### config.mk
export PLATFORM = sky130hd
export DESIGN_NAME = irq_log_ctrl
export DESIGN_NICKNAME = d
export VERILOG_FILES = /design/src/rtl/irq_log_pkg.sv /design/src/rtl/irq_pend_unit.sv /design/src/rtl/irq_log_writer.sv /design/src/rtl/irq_log_ctrl.sv
export SDC_FILE = /design/constraint.sdc
export NUM_CORES = 1
export LEC_CHECK = 0
export BUFFER_PORTS_ARGS = -buffer_cell sky130_fd_sc_hd__buf_4
export CAP_MARGIN = 20
export CORE_MARGIN = 2
export CORE_UTILIZATION = 40
export DETAILED_ROUTE_END_ITERATION = 10
export SLEW_MARGIN = 10
export SYNTH_ARGS = -nofsm -noshare
export SYNTH_HDL_FRONTEND = slang
export SYNTH_SLANG_ARGS = --single-unit
### constraint.sdc
create_clock -name clk -period 2.3 [get_ports clk]
set_input_delay 0.115 -clock clk [delete_from_list [all_inputs] [get_ports clk]]
set_output_delay 0.115 -clock clk [all_outputs]
set_load 0.01 [all_outputs]
### src/rtl/irq_log_pkg.sv
// Package: shared constants and types for the interrupt pending/log controller.
// Assumes a 16-bit register and log word width throughout.
package irq_log_pkg;

    localparam int DATA_W = 16;

    // One pending log record: identification word plus information word.
    typedef struct packed {
        logic [DATA_W-1:0] id;
        logic [DATA_W-1:0] info;
    } log_rec_t;

    // Log writer phase: idle, emitting the id word, emitting the info word.
    typedef enum logic [1:0] {
        LW_IDLE = 2'd0,
        LW_ID   = 2'd1,
        LW_INFO = 2'd2
    } lw_state_t;

endpackage

### src/rtl/irq_pend_unit.sv
// Module: mask and pending registers with hardware-class lockout and the
// host interrupt output.
// Assumes the top HW_N bits of the pending register are the hardware class,
// strobes last one cycle, and a host clear never cancels a set in the same cycle.
module irq_pend_unit
    import irq_log_pkg::*;
#(
    parameter int HW_N = 4
) (
    input  logic                   clk,
    input  logic                   rst_n,
    input  logic                   mask_we,
    input  logic                   pend_clr_we,
    input  logic [DATA_W-1:0]      wdata,
    input  logic [HW_N-1:0]        evt_hw,
    input  logic [DATA_W-HW_N-1:0] evt_msg,
    output logic [DATA_W-1:0]      mask_q,
    output logic [DATA_W-1:0]      pend_q,
    output logic [DATA_W-HW_N-1:0] msg_hit,
    output logic                   host_irq
);

    localparam int MSG_N = DATA_W - HW_N;

    logic [HW_N-1:0]   hw_hit;
    logic              hw_locked;
    logic [DATA_W-1:0] set_vec;
    logic [DATA_W-1:0] clr_vec;

    // Gate strobes by the mask and apply the hardware lockout.
    always_comb begin
        hw_hit    = evt_hw & mask_q[DATA_W-1 -: HW_N];
        hw_locked = |pend_q[DATA_W-1 -: HW_N];
        msg_hit   = evt_msg & mask_q[MSG_N-1:0];
        set_vec   = {(hw_locked ? {HW_N{1'b0}} : hw_hit), msg_hit};
        clr_vec   = pend_clr_we ? wdata : '0;
    end

    // Mask register: plain host write.
    always_ff @(posedge clk) begin
        if (!rst_n)       mask_q <= '0;
        else if (mask_we) mask_q <= wdata;
    end

    // Pending register: write-one-to-clear, new sets take priority.
    always_ff @(posedge clk) begin
        if (!rst_n) pend_q <= '0;
        else        pend_q <= (pend_q & ~clr_vec) | set_vec;
    end

    // Interrupt line follows any enabled pending bit.
    assign host_irq = |(pend_q & mask_q);

endmodule

### src/rtl/irq_log_writer.sv
// Module: two-word log writer with a one-deep holding slot and the ring
// pointer register.
// Assumes one incoming record per cycle at most. A record that arrives while
// the slot is occupied is merged into it. A host pointer write overrides the
// increment in that cycle.
module irq_log_writer
    import irq_log_pkg::*;
#(
    parameter int RING_AW = 5
) (
    input  logic              clk,
    input  logic              rst_n,
    input  logic              rec_valid,
    input  log_rec_t          rec_in,
    input  logic              ptr_we,
    input  logic [DATA_W-1:0] ptr_wdata,
    output logic [DATA_W-1:0] ptr_q,
    output logic              mem_we,
    output logic [DATA_W-1:0] mem_addr,
    output logic [DATA_W-1:0] mem_wdata,
    output logic              word1
);

    lw_state_t state;
    log_rec_t  cur;
    log_rec_t  hold;
    logic      hold_v;
    logic      free;

    // The engine can accept a record when idle or on its last word.
    assign free = (state == LW_IDLE) || (state == LW_INFO);

    // Pointer: host write wins, otherwise the ring offset steps per word.
    always_ff @(posedge clk) begin
        if (!rst_n)
            ptr_q <= '0;
        else if (ptr_we)
            ptr_q <= ptr_wdata;
        else if (state != LW_IDLE)
            ptr_q <= {ptr_q[DATA_W-1:RING_AW], ptr_q[RING_AW-1:0] + 1'b1};
    end

    // Record sequencing between the holding slot and the active record.
    always_ff @(posedge clk) begin
        if (!rst_n) begin
            state  <= LW_IDLE;
            cur    <= '0;
            hold   <= '0;
            hold_v <= 1'b0;
        end else if (free) begin
            if (hold_v) begin
                cur    <= hold;
                state  <= LW_ID;
                hold_v <= rec_valid;
                if (rec_valid) hold <= rec_in;
            end else if (rec_valid) begin
                cur   <= rec_in;
                state <= LW_ID;
            end else begin
                state <= LW_IDLE;
            end
        end else begin
            state <= LW_INFO;
            if (rec_valid) begin
                hold_v <= 1'b1;
                hold   <= hold_v ? '{id: hold.id | rec_in.id, info: rec_in.info}
                                 : rec_in;
            end
        end
    end

    // Memory port driven straight from the writer state.
    assign mem_we    = (state != LW_IDLE);
    assign mem_addr  = ptr_q;
    assign mem_wdata = (state == LW_ID) ? cur.id : cur.info;
    assign word1     = (state == LW_INFO);

endmodule

### src/rtl/irq_log_ctrl.sv
// Module: top of the interrupt pending and log controller. Decodes the host
// register port, forms log records from accepted message events and joins
// the pending unit to the log writer.
// Assumes reg_rdata is sampled combinationally and evt_info is valid with
// any message strobe.
module irq_log_ctrl
    import irq_log_pkg::*;
#(
    parameter int HW_N    = 4,
    parameter int RING_AW = 5
) (
    input  logic                   clk,
    input  logic                   rst_n,
    input  logic                   reg_wr,
    input  logic [1:0]             reg_addr,
    input  logic [DATA_W-1:0]      reg_wdata,
    output logic [DATA_W-1:0]      reg_rdata,
    input  logic                   log_en,
    input  logic [HW_N-1:0]        evt_hw,
    input  logic [DATA_W-HW_N-1:0] evt_msg,
    input  logic [DATA_W-1:0]      evt_info,
    output logic                   mem_we,
    output logic [DATA_W-1:0]      mem_addr,
    output logic [DATA_W-1:0]      mem_wdata,
    output logic                   host_irq
);

    localparam int MSG_N = DATA_W - HW_N;

    logic [DATA_W-1:0] mask_q;
    logic [DATA_W-1:0] pend_q;
    logic [DATA_W-1:0] ptr_q;
    logic [MSG_N-1:0]  msg_hit;
    logic              log_word1;
    logic              rec_valid;
    log_rec_t          rec_in;

    // Form a log record from the accepted message bits.
    always_comb begin
        rec_valid = log_en && (|msg_hit);
        rec_in    = '{id: {{HW_N{1'b0}}, msg_hit}, info: evt_info};
    end

    // Host read multiplexer.
    always_comb begin
        case (reg_addr)
            2'd0:    reg_rdata = mask_q;
            2'd1:    reg_rdata = pend_q;
            2'd2:    reg_rdata = ptr_q;
            default: reg_rdata = '0;
        endcase
    end

    irq_pend_unit #(.HW_N(HW_N)) u_pend (
        .clk         (clk),
        .rst_n       (rst_n),
        .mask_we     (reg_wr && (reg_addr == 2'd0)),
        .pend_clr_we (reg_wr && (reg_addr == 2'd1)),
        .wdata       (reg_wdata),
        .evt_hw      (evt_hw),
        .evt_msg     (evt_msg),
        .mask_q      (mask_q),
        .pend_q      (pend_q),
        .msg_hit     (msg_hit),
        .host_irq    (host_irq)
    );

    irq_log_writer #(.RING_AW(RING_AW)) u_log (
        .clk       (clk),
        .rst_n     (rst_n),
        .rec_valid (rec_valid),
        .rec_in    (rec_in),
        .ptr_we    (reg_wr && (reg_addr == 2'd2)),
        .ptr_wdata (reg_wdata),
        .ptr_q     (ptr_q),
        .mem_we    (mem_we),
        .mem_addr  (mem_addr),
        .mem_wdata (mem_wdata),
        .word1     (log_word1)
    );

endmodule

# Yosys cells after proc, flatten, opt, wreduce, memory -nomap -nowiden
# Index checks and enable logic that the tools add are counted.
dict set report totals {
  register_bits 115
  latchBits 0
  ram_bits 0
  rom_bits 0
  input_bits 54
  out_inout_bits 50
  n_memories 0
}
dict set report op_classes {
  add_sub_neg 1
  mul 0
  n_div 0
  magnitude_cmp 0
  eq_ne 6
  n_shift 0
  mux 18
  bitwise_logic 7
  reduce_logical 17
}
# op count
set op_table {}
lappend op_table {{32-bit two-way mux} 6}
lappend op_table {{16-bit two-way mux} 3}
lappend op_table {{16-bit one-hot mux with 3 select lines} 1}
lappend op_table {{16-bit AND} 2}
lappend op_table {{16-bit NOT} 1}
lappend op_table {{16-bit by 12-bit OR with 16-bit output} 1}
lappend op_table {{16-bit OR} 1}
lappend op_table {{16-bit OR reduction} 1}
lappend op_table {{12-bit AND} 1}
lappend op_table {{12-bit OR reduction} 1}
lappend op_table {{2-bit nonzero test} 4}
lappend op_table {{5-bit by 1-bit adder with 5-bit output (second input constant)} 1}
lappend op_table {{5-bit two-way mux} 1}
lappend op_table {{4-bit AND} 1}
lappend op_table {{2-bit by 1-bit equality test with 1-bit output (second input constant)} 2}
lappend op_table {{2-bit equality test (second input constant)} 2}
lappend op_table {{1-bit logical AND} 4}
lappend op_table {{2-bit logical NOT} 2}
lappend op_table {{1-bit two-way mux} 4}
lappend op_table {{2-bit two-way mux} 2}
lappend op_table {{4-bit two-way mux} 1}
lappend op_table {{2-bit by 1-bit inequality test with 1-bit output (second input constant)} 2}
lappend op_table {{2-bit AND reduction} 2}
lappend op_table {{4-bit OR reduction} 1}
lappend op_table {{other kinds (2)} 2}

# Logic depth before layout (Yosys ltp)
# Gate-level depths: netlist (run 1).
dict set report depth {
  depth_word 6
  mapped_depth 7
  ltp_nobuf 5
}

# Modules after synthesis
# A second synthesis (run 1) with hierarchy kept.
dict set report unflattened {
  hier_cells 571
  hier_area_um2 5580.4
}
# mod n_inst cells_each area_per_inst_um2 seq_area_each_um2
set by_module_without_submodules {}
lappend by_module_without_submodules {irq_log_writer 1 395 3778.6 1661.6}
lappend by_module_without_submodules {irq_pend_unit 1 128 1365.1 640.6}
lappend by_module_without_submodules {irq_log_ctrl 1 48 436.7 0.0}

# Least setup slack after synthesis (run 1)
# No wires, ideal clock.
dict set report synth_timing {
  path_type {reg2reg}
  from {reg u_pend.mask_q[8]}
  to {reg u_log.cur[26] (netlist name)}
  t_arrival_ps 1601
  path_slack_ps 572
  stages_incl_launch_ff 7
  path_buffers 2
  period_less_slack_ps 1728
  cell_sequence {dfxtp_1 a22oi_1 and4_1 buf_6 a2111oi_4 buf_6 a221oi_1}
}
dict set report synth_via {
  elab_chain_len 5
}
# item line
set synth_lines {}
lappend synth_lines {{from (decl)} irq_pend_unit.sv:17} ;# output logic [DATA_W-1:0] mask_q,
lappend synth_lines {{from (signal assigned)} irq_pend_unit.sv:42} ;# else if (mask_we) mask_q <= wdata;
lappend synth_lines {{12-bit AND} irq_pend_unit.sv:34} ;# msg_hit = evt_msg & mask_q[MSG_N-1:0];
lappend synth_lines {{12-bit OR reduction} irq_log_ctrl.sv:40} ;# rec_valid = log_en && (|msg_hit);
lappend synth_lines {{1-bit logical AND} irq_log_ctrl.sv:40}
lappend synth_lines {{2-bit nonzero test (no line)} --}
lappend synth_lines {{2-bit AND reduction (no line)} --}
lappend synth_lines {{to (signal assigned)} irq_log_writer.sv:52} ;# cur <= hold;
lappend synth_lines {{to (signal assigned)} irq_log_writer.sv:57} ;# cur <= rec_in;
lappend synth_lines {{to (decl)} irq_log_writer.sv:25} ;# log_rec_t cur;
# No other way between the ends.
# A chain may end at the register's enable or synchronous reset.

# Worst setup path after layout (run 1)
dict set report layout_timing {
  from {reg u_log.state[0]}
  to {out mem_wdata[7]}
}
dict set report layout_via {
  elab_chain_len 2
}
# item line
set layout_lines {}
lappend layout_lines {{from (decl)} irq_log_writer.sv:24} ;# lw_state_t state;
lappend layout_lines {{from (signal assigned)} irq_log_writer.sv:46} ;# state <= LW_IDLE;
lappend layout_lines {{from (signal assigned)} irq_log_writer.sv:53} ;# state <= LW_ID;
lappend layout_lines {{from (signal assigned)} irq_log_writer.sv:58} ;# state <= LW_ID;
lappend layout_lines {{2-bit by 1-bit equality test with 1-bit output} irq_log_writer.sv:75} ;# assign mem_wdata = (state == LW_ID) ? cur.id : cur.info;
lappend layout_lines {{16-bit two-way mux} irq_log_writer.sv:75}
lappend layout_lines {{to (decl)} irq_log_ctrl.sv:24} ;# output logic [DATA_W-1:0] mem_wdata,
# No other way between the ends.

==> summary.md, run 1 <==
| Metric | Value |
|---|---|
| Finished Cell Area | 6160 sq um |
| # diodes | 0 |
| Vias per cell | 5.28 |
| Final setup violating endpoints | 0 |
| Cell-internal power | approximately 3.0 mW |
| Worst r2r dst | u_log.hold[12] |
| Most used DFF post-synth | dfxtp_1 |
| Power share of the clock group | approximately 37% |
| Synth warn | 0 |
| Clock tree root driver cell | clkbuf_16 |
| Clock buffer depth | 2 |
| Switching share of power | roughly 27% |
| Fillers | approximately 1200 |
| Setup TNS Final | 0 ns |
| CP arrival | between 1.5 and 2 ns |
| Post-synthesis cell count | 595 |
| Peak VDD IR | ~0.35 mV |
| Worst r2r src | u_pend.mask_q[8] |
| Core Area | about 12000 sq um |
| Hold Path Sink | u_log.hold[5] |
| CP required | around 2.2 ns |
| Area used by multi-input combinational logic | 2530 sq um |
| Max Clk Rate | 529 MHz |
| Die area | about 13000 sq um |
| Worst Min Path Start | evt_info[5] |
| Yosys cell types | 40 |
| CTS buffer count | 9 |
| Net count, final | 730 |
| IO Count | between 100 and 150 |
| Max Transition Viols Final | 0 |
| Drt drc | 0 |
| Routed vias | between 4000 and 5000 |
| Utilization after layout | just over 50% |
| Global-route usage over all layers | 21.1% |
| Mapped cell area | between 5000 and 6000 sq um |
| Post-synth EDFFs | 0 |
| Critical path fanouts, max | 16 |
| Tot Pwr | a little over 4 mW |
| Area post-placement | roughly 6000 sq um |
| Syn Area/Cell | approximately 8.4 sq um |
| Power density cells | 659 nW/um^2 |
| CTS tree | done |
| DRT antenna net count | 0 |
| RSZ-0062 raised after global routing | no |
| Fin Hold WS | 0.0320 ns |
| Critical Path, Cell by Cell | nand2b_1 > buf_4 > mux2_2 > buf_4 |
| Setup Crit Path Kind | reg -> out |
| First-pass GRT wire length | 22300 um |
| Reg area | approximately 2100 sq um |
| Worst-Margin Slew | ~0.76 ns |
| Logic gate share of total power | between 10% and 20% |
| I/O Buffers | between 100 and 150 |
| Worst Reg-to-Reg Cells | 6 |
| Final period util | about 82% |
| Async set-or-reset flop fraction in the synthesized netlist | 0% |
| Clk slew on worst S/H paths | about 0.07 ns |
| Largest net degree at the start of global routing | 58 |
| Initial antenna violation count | 0 |
| P_sw | approximately 1.1 mW |
| Flop pwr share | roughly half |
| Cell mode on critical path | buf_4 |
| Cell count of the worst hold path | 3 |
| Starting density of the core | 41.4% |
| DRT Pass-1 Iters | 5 |
| Max incr delay on CP | approximately 0.66 ns |
| Static Leak | between 2 and 3 nW |
| WL final | approximately 14000 um |
| Hold Crit Class | in -> reg |
| Synthesized Nets | between 600 and 700 |
| Register area share after synthesis | 42.7% |
| Crit. End Element | primary output |
| Die extent in y | 116 um |
| Status | finished, final reports clean |
| Worst-Skew Late Latency | 0.34 ns |
| Setup Buffers After CTS | 0 |
| Share of cells above drive strength 1 | between 20% and 30% |
| Gp weighted congestion | between 0.8 and 0.9 |
| Cts hold-fix bufs | 0 |
| Die W | about 120 um |
| Total global routing overflow | 0 |
| #FFs+latches synth | between 100 and 150 |
| Post-DP HPWL | just under 10000 um |
| Final Hold Fails | 0 |
| Flop-to-flop setup slack | ~0.42 ns |
| Clk sinks | 107 |
| Post-CTS sizing | 0 |
| DRC marker count from the first detailed-route iteration | about 240 |
| Wire per inst | about 16 um |
| H-tree Lvls | 3 |
| Layout area overhead | 22.9% |
| # rows | 40 |
| Min Tclk post-route | 1.89 ns |
| Max_slew headroom | roughly half |
| Setup crit start kind | flip-flop |
| Slowest stage cell, crit path | dfxtp_1 |
| Clk_skew | between 0.006 and 0.007 ns |
| Vias in the first global route | around 4400 |
| MaxCap Viol Count | 0 |
layout by cell type (no fill, tap or decap), types with 4 or more instances in the layout:
master | netlist | layout
nand2_1 | 149 | 149
buf_4 | 1 | 117
dfxtp_1 | 107 | 107
o21ai_0 | 48 | 48
a21boi_0 | 41 | 41
mux2i_1 | 32 | 32
inv_1 | 31 | 31
a221oi_1 | 30 | 30
nor2_1 | 29 | 29
mux2_2 | 12 | 12
a32o_1 | 12 | 12
clkbuf_16 | 0 | 9
and2_1 | 7 | 7
nor2b_1 | 6 | 5
o211a_1 | 5 | 5
a22o_1 | 4 | 4
a22oi_1 | 4 | 4
a32oi_1 | 4 | 4
power by group through the flow:
stage | Clock [mW] | Sequential, mW | Combinational (mW)
CTS | 1.52 | 2.00 | 0.577
floorplan | 0 | 2.03 | 0.343
detailed placement | 0 | 2.05 | 0.575
finish | 1.49 | 2.00 | 0.573
global placement | 0 | 2.04 | 0.567
global route | 1.60 | 2.01 | 0.632
cells in the mapped netlist (all sizes together), types with 5 or more instances:
cell type	instances	area share, %
nand2	149	11
dfxtp	107	43
o21ai	48	4.8
a21boi	41	6.1
clkbuf	33	2.5
a221oi	32	5.8
mux2i	32	6.4
inv	31	2.3
nor2	29	2.2
buf	15	2.1
a32o	12	2.4
mux2	12	2.7
and2	7	0.87
nor2b	6	0.75
o211a	5	1.0
how the worst max path moves through the flow:
| stage | cells past startpoint | start | slack, ns | end |
|---|---|---|---|---|
| 6_report | 4 | u_log.state[0] | 0.41 | mem_wdata[7] |
| 5_1_grt | 4 | u_log.state[0] | 0.31 | mem_wdata[6] |
| 4_1_cts | 4 | u_log.state[0] | 0.41 | mem_wdata[7] |
| 3_5_place_dp | 6 | u_pend.mask_q[9] | 0.46 | u_log.hold[12] |
| 3_3_place_gp | 5 | u_pend.mask_q[9] | 0.52 | u_log.cur[16] |
| 2_1_floorplan | 6 | u_pend.mask_q[8] | 0.57 | u_log.cur[26] |
flip-flops by register name, summed over array words and instances, names as in the netlist:
register,flops
u_log.mem_addr,16
u_pend.mask_q,16
u_log.hold_v,1
u_log.hold,28
u_pend.pend_q,16
u_log.cur,28
u_log.state,2
critical path: cells and delay by family (launching register included):
| family | cells | cell delay (ns) |
|---|---|---|
| mux | 1 | 0.30 |
| simple gates | 1 | 0.10 |
| buf+inv | 2 | 0.37 |
| flops | 1 | 0.66 |
cell type report:
type                    instances  area share [%]
multi-input cells             409            41.1
flip-flops and latches        107            34.8
repair buffers                117            14.3
clock buffers                  10            3.72
well taps                     168            3.41
inverters                      31            1.89
clock inverters                 6           0.874
routing by layer:
metal / track usage [%] / routed length, um
met1: 29.1 / 6430
met4: 6.35 / 222
met2: 34.1 / 6550
met3: 3.40 / 695
met5: 0 / 0
stage by stage:
step | setup WS [ns] | std cells
after global placement | 0.518 | 832
final | 0.411 | 848
after global routing | 0.314 | 848
after floorplan | 0.572 | 595
after detailed placement | 0.459 | 832
after CTS | 0.407 | 848
kinds of logic (layout without fill, tap and decap cells):
| logic type | after synthesis | count (layout) | synth area share, % |
|---|---|---|---|
| AOI/OAI and AO/OA | 157 | 157 | 23.6 |
| adders and majority gates | 1 | 1 | 0.250 |
| DFF | 107 | 107 | 42.7 |
| muxes | 44 | 44 | 9.09 |
| and+or+nand+nor | 203 | 203 | 16.7 |
| xor gates and xnor gates | 4 | 4 | 0.699 |
| buffers and inverters | 79 | 164 | 6.94 |
No activity file was read; power rests on OpenSTA's default activity.
==> run 2: changes to the inputs <==
- ABC_AREA: default -> 1
- clock period: 2.3 -> 1.7 ns (I/O delays scaled with it)
==> summary.md, run 2 <==
| Metric | Value |
|---|---|
| Share of cells above drive strength 1 | 21.0% (-1.4 points) |
| Post-synthesis mux area share | 0% (-9.1 points) |
| RSZ-0062 raised after global routing | no |
| Most common library cells after synthesis | 213 x nand2_1, 107 x dfxtp_1, 93 x nor2_1 |
| H-tree Lvls | 3 (unchanged) |
| Static Leak | 2.86 nW (+12%) |
| Max_slew headroom | 61.2% (+12 points) |
| Critical Path, Cell by Cell | inv_2 > nor2_2 > buf_12 > nand2_1 > o21ai_1 > buf_4 |
| Clock tree root driver cell | clkbuf_16 |
| Simple-gate share of the synthesized area | 32.6% (+16 points) |
| First-pass GRT wire length | 24800 um (+11%) |
| CTS buffer count | 9 (unchanged) |
| Die W | 118 um (+1.6%) |
| Clock buffer depth | 2 (unchanged) |
| Clk_skew | 0.00915 ns (+0.00233 ns) |
| Vias per cell | 5.06 (-4.1%) |
| Hold Path Sink | u_log.mem_addr[14] |
| Setup Crit Path Kind | reg -> out |
| Starting density of the core | 41.0% (-0.37 points) |
| CTS tree | done |
| Max incr delay on CP | 0.40 ns (-0.26 ns) |
| Worst r2r dst | u_log.hold[13] |
| CP arrival | 1.52 ns (-0.25 ns) |
| Synthesized Nets | 820 (+26%) |
| DRC marker count from the first detailed-route iteration | 288 (+23%) |
| Largest net degree at the start of global routing | 46 (-21%) |
| MaxCap Viol Count | 0 (unchanged) |
| Top cells by area, synth | dfxtp_1 41%, nand2_1 15%, nand3_1 7.0% |
| Clk slew on worst S/H paths | 0.07 ns (about the same) |
| Total global routing overflow | 0 (unchanged) |
| DRT Pass-1 Iters | 5 (unchanged) |
| #FFs+latches synth | 107 (unchanged) |
| Top-area cell type share of the netlist area | 41.4% (-1.4 points) |
| Most common cell after layout, fill and taps aside | nand2_1 |
| Main combinational cell family by area after synthesis | simple AND/OR/NAND/NOR gates |
| Cell count of the worst hold path | 3 (unchanged) |
| Die extent in y | 118 um (+1.6%) |
| Post-Synth XOR/XNOR Area | 0.508% (-0.19 points) |
| Worst-Margin Slew | 0.577 ns (-0.185 ns) |
| Syn Area/Cell | 6.77 sq um (-20%) |
| Status | finished, final reports clean |
| Min Tclk post-route | 1.60 ns |
| Post-synth EDFFs | 0 (unchanged) |
| Mapped cell area | 5180 sq um (+3.3%) |
| Yosys cell types | 33 (-18%) |
| Max Transition Viols Final | 0 (unchanged) |
| Place WS | 0.0903 ns (-0.368 ns) |
| Post-DP HPWL | 10900 um (+10%) |
| Most common cell in the netlist | nand2_1 |
| Slowest stage cell, crit path | dfxtp_4 |
| Setup Buffers After CTS | 0 (unchanged) |
| Net count, final | 913 (+25%) |
| Crit. End Element | primary output |
| Die area | 13900 sq um (+3.2%) |
| Drt drc | 0 (unchanged) |
| Vias in the first global route | 5049 (+16%) |
| Core Area | 12600 sq um (+4.2%) |
| CP required | 1.62 ns (-0.56 ns) |
| I/O Buffers | 103 (unchanged) |
| Global-route usage over all layers | 21.9% (+0.85 points) |
| Gp weighted congestion | 0.828 (-7.4%) |
| Power density cells | 934 nW/um^2 (+42%) |
| Layout area overhead | 25.2% |
| Complex-gate fraction of the synthesized area | 16.1% (-7.4 points) |
| Worst r2r src | u_log.hold_v |
| Routed vias | 5238 (+17%) |
| Synth warn | 0 (unchanged) |
| Final Hold Fails | 0 (unchanged) |
| IO Count | 104 (unchanged) |
| Wire per inst | 14.4 um (-12%) |
| Register area share after synthesis | 41.4% (-1.4 points) |
| Most used DFF post-synth | dfxtp_1 |
| Final setup violating endpoints | 0 (unchanged) |
| Final period util | between 90 and 100% |
| Initial antenna violation count | 0 (unchanged) |
| Clk sinks | 107 (unchanged) |
| Worst Min Path Start | reg_wdata[14] |
| Async set-or-reset flop fraction in the synthesized netlist | 0% (unchanged) |
| Worst Reg-to-Reg Cells | 5 (-1) |
| Post-synth top area cell | dfxtp_1 |
| Adder-cell share of the synthesized area | 0.242% (-0.0079 points) |
| Worst-Skew Late Latency | 0.35 ns (about the same) |
| Worst Slack Setup Final | 0.0976 ns (-0.313 ns) |
| Flop-to-flop setup slack | 0.13 ns (-0.29 ns) |
| Peak VDD IR | 0.407 mV (+16%) |
| Post-synthesis cell count | 765 (+29%) |
| Max Clk Rate | around 620 MHz |
| Hold Crit Class | in -> reg |
| Fin Hold WS | 0.0100 ns (-0.0220 ns) |
| Largest regs | u_log.cur: 28 flops, u_log.hold: 28 flops |
| # diodes | 0 (unchanged) |
| # rows | 41 (+2.5%) |
| Setup TNS Final | 0 ns (unchanged) |
| Setup crit start kind | flip-flop |
| Most frequent cells in the layout | 212 x nand2_1, 120 x buf_4, 106 x dfxtp_1, 93 x nor2_1, 72 x nand3_1 |
| Critical path fanouts, max | 28 (+12) |
| DRT antenna net count | 0 (unchanged) |
| WL final | 14900 um (+7.4%) |
-- run 2: worst max-delay path by stage --
stage	from	end	cells after the start	slack (ns)
3_3_place_gp	u_pend.mask_q[0]	u_log.cur[12]	11	0.13
3_5_place_dp	u_pend.mask_q[0]	u_log.cur[14]	11	0.09
4_1_cts	u_log.state[0]	mem_wdata[7]	6	0.001
5_1_grt	u_log.state[0]	mem_wdata[7]	6	0.02
6_report	u_log.state[0]	mem_wdata[7]	6	0.1
2_1_floorplan	u_pend.mask_q[5]	u_log.cur[18]	11	0.40
-- run 2: cell families (layout without fill, tap and decap cells) --
group | Yosys count | after routing
flops | 107 | 107
simple gates | 404 | 404
fa+ha+maj | 1 | 1
compound gates | 146 | 146
xor+xnor | 3 | 3
buf+inv | 104 | 202
-- run 2: repair_timing --
| action | in CTS | in global routing |
|---|---|---|
| hold endpoints to repair | 4 | 0 |
| endpoints found under the setup margin | 12 | 27 |
| gates resized for setup | 2 | 9 |
| gates cloned | 0 | 0 |
| hold buffers | 4 | 0 |
-- run 2: layout make-up --
cell class              instances  area (sq um)
repair buffers                128          1010
flip-flops and latches        107          2150
clock buffers                  10           239
clock inverters                 6          65.1
fillers                      1315          6140
inverters                      58           218
well taps                     172           215
multi-input cells             554          2590
-- run 2: metrics by stage --
| stage | cell area [sq um] | utilization, % | std cells | power, mW |
|---|---|---|---|---|
| after floorplan | 5180 | - | 765 | 3.49 |
| after global placement | 6090 | 48.3 | 1015 | 3.92 |
| after detailed placement | 6090 | 48.3 | 1015 | 3.94 |
| after CTS | 6440 | 51.0 | 1035 | 6.08 |
| after global routing | 6480 | 51.4 | 1035 | 6.34 |
| final | 6480 | 51.4 | 1035 | 6.05 |
-- run 2: per-layer routing --
layer / vias to the layer above / track usage (%) / share of wire [%]
met4: 0 / 8.36 / 2.0
met5: - / 0 / 0
met3: 24 / 3.29 / 4.5
met2: 136 / 35.0 / 46
met1: 2416 / 30.0 / 47
li1: 2662 / - / -
-- run 2: report_power, final --
group / total, mW / internal (mW) / switching (mW)
logic: 1.16 / 0.469 / 0.689
registers: 2.76 / 2.66 / 0.0945
clock network: 2.14 / 1.18 / 0.956
total: 6.05 / 4.31 / 1.74
-- run 2: critical path, delay by kind of cell (launching register included) --
| family | cells | cell delay [ns] |
|---|---|---|
| AO/OA/AOI/OAI | 1 | 0.12 |
| flip-flops | 1 | 0.40 |
| AND/OR/NAND/NOR | 2 | 0.21 |
| buffers and inverters | 3 | 0.43 |
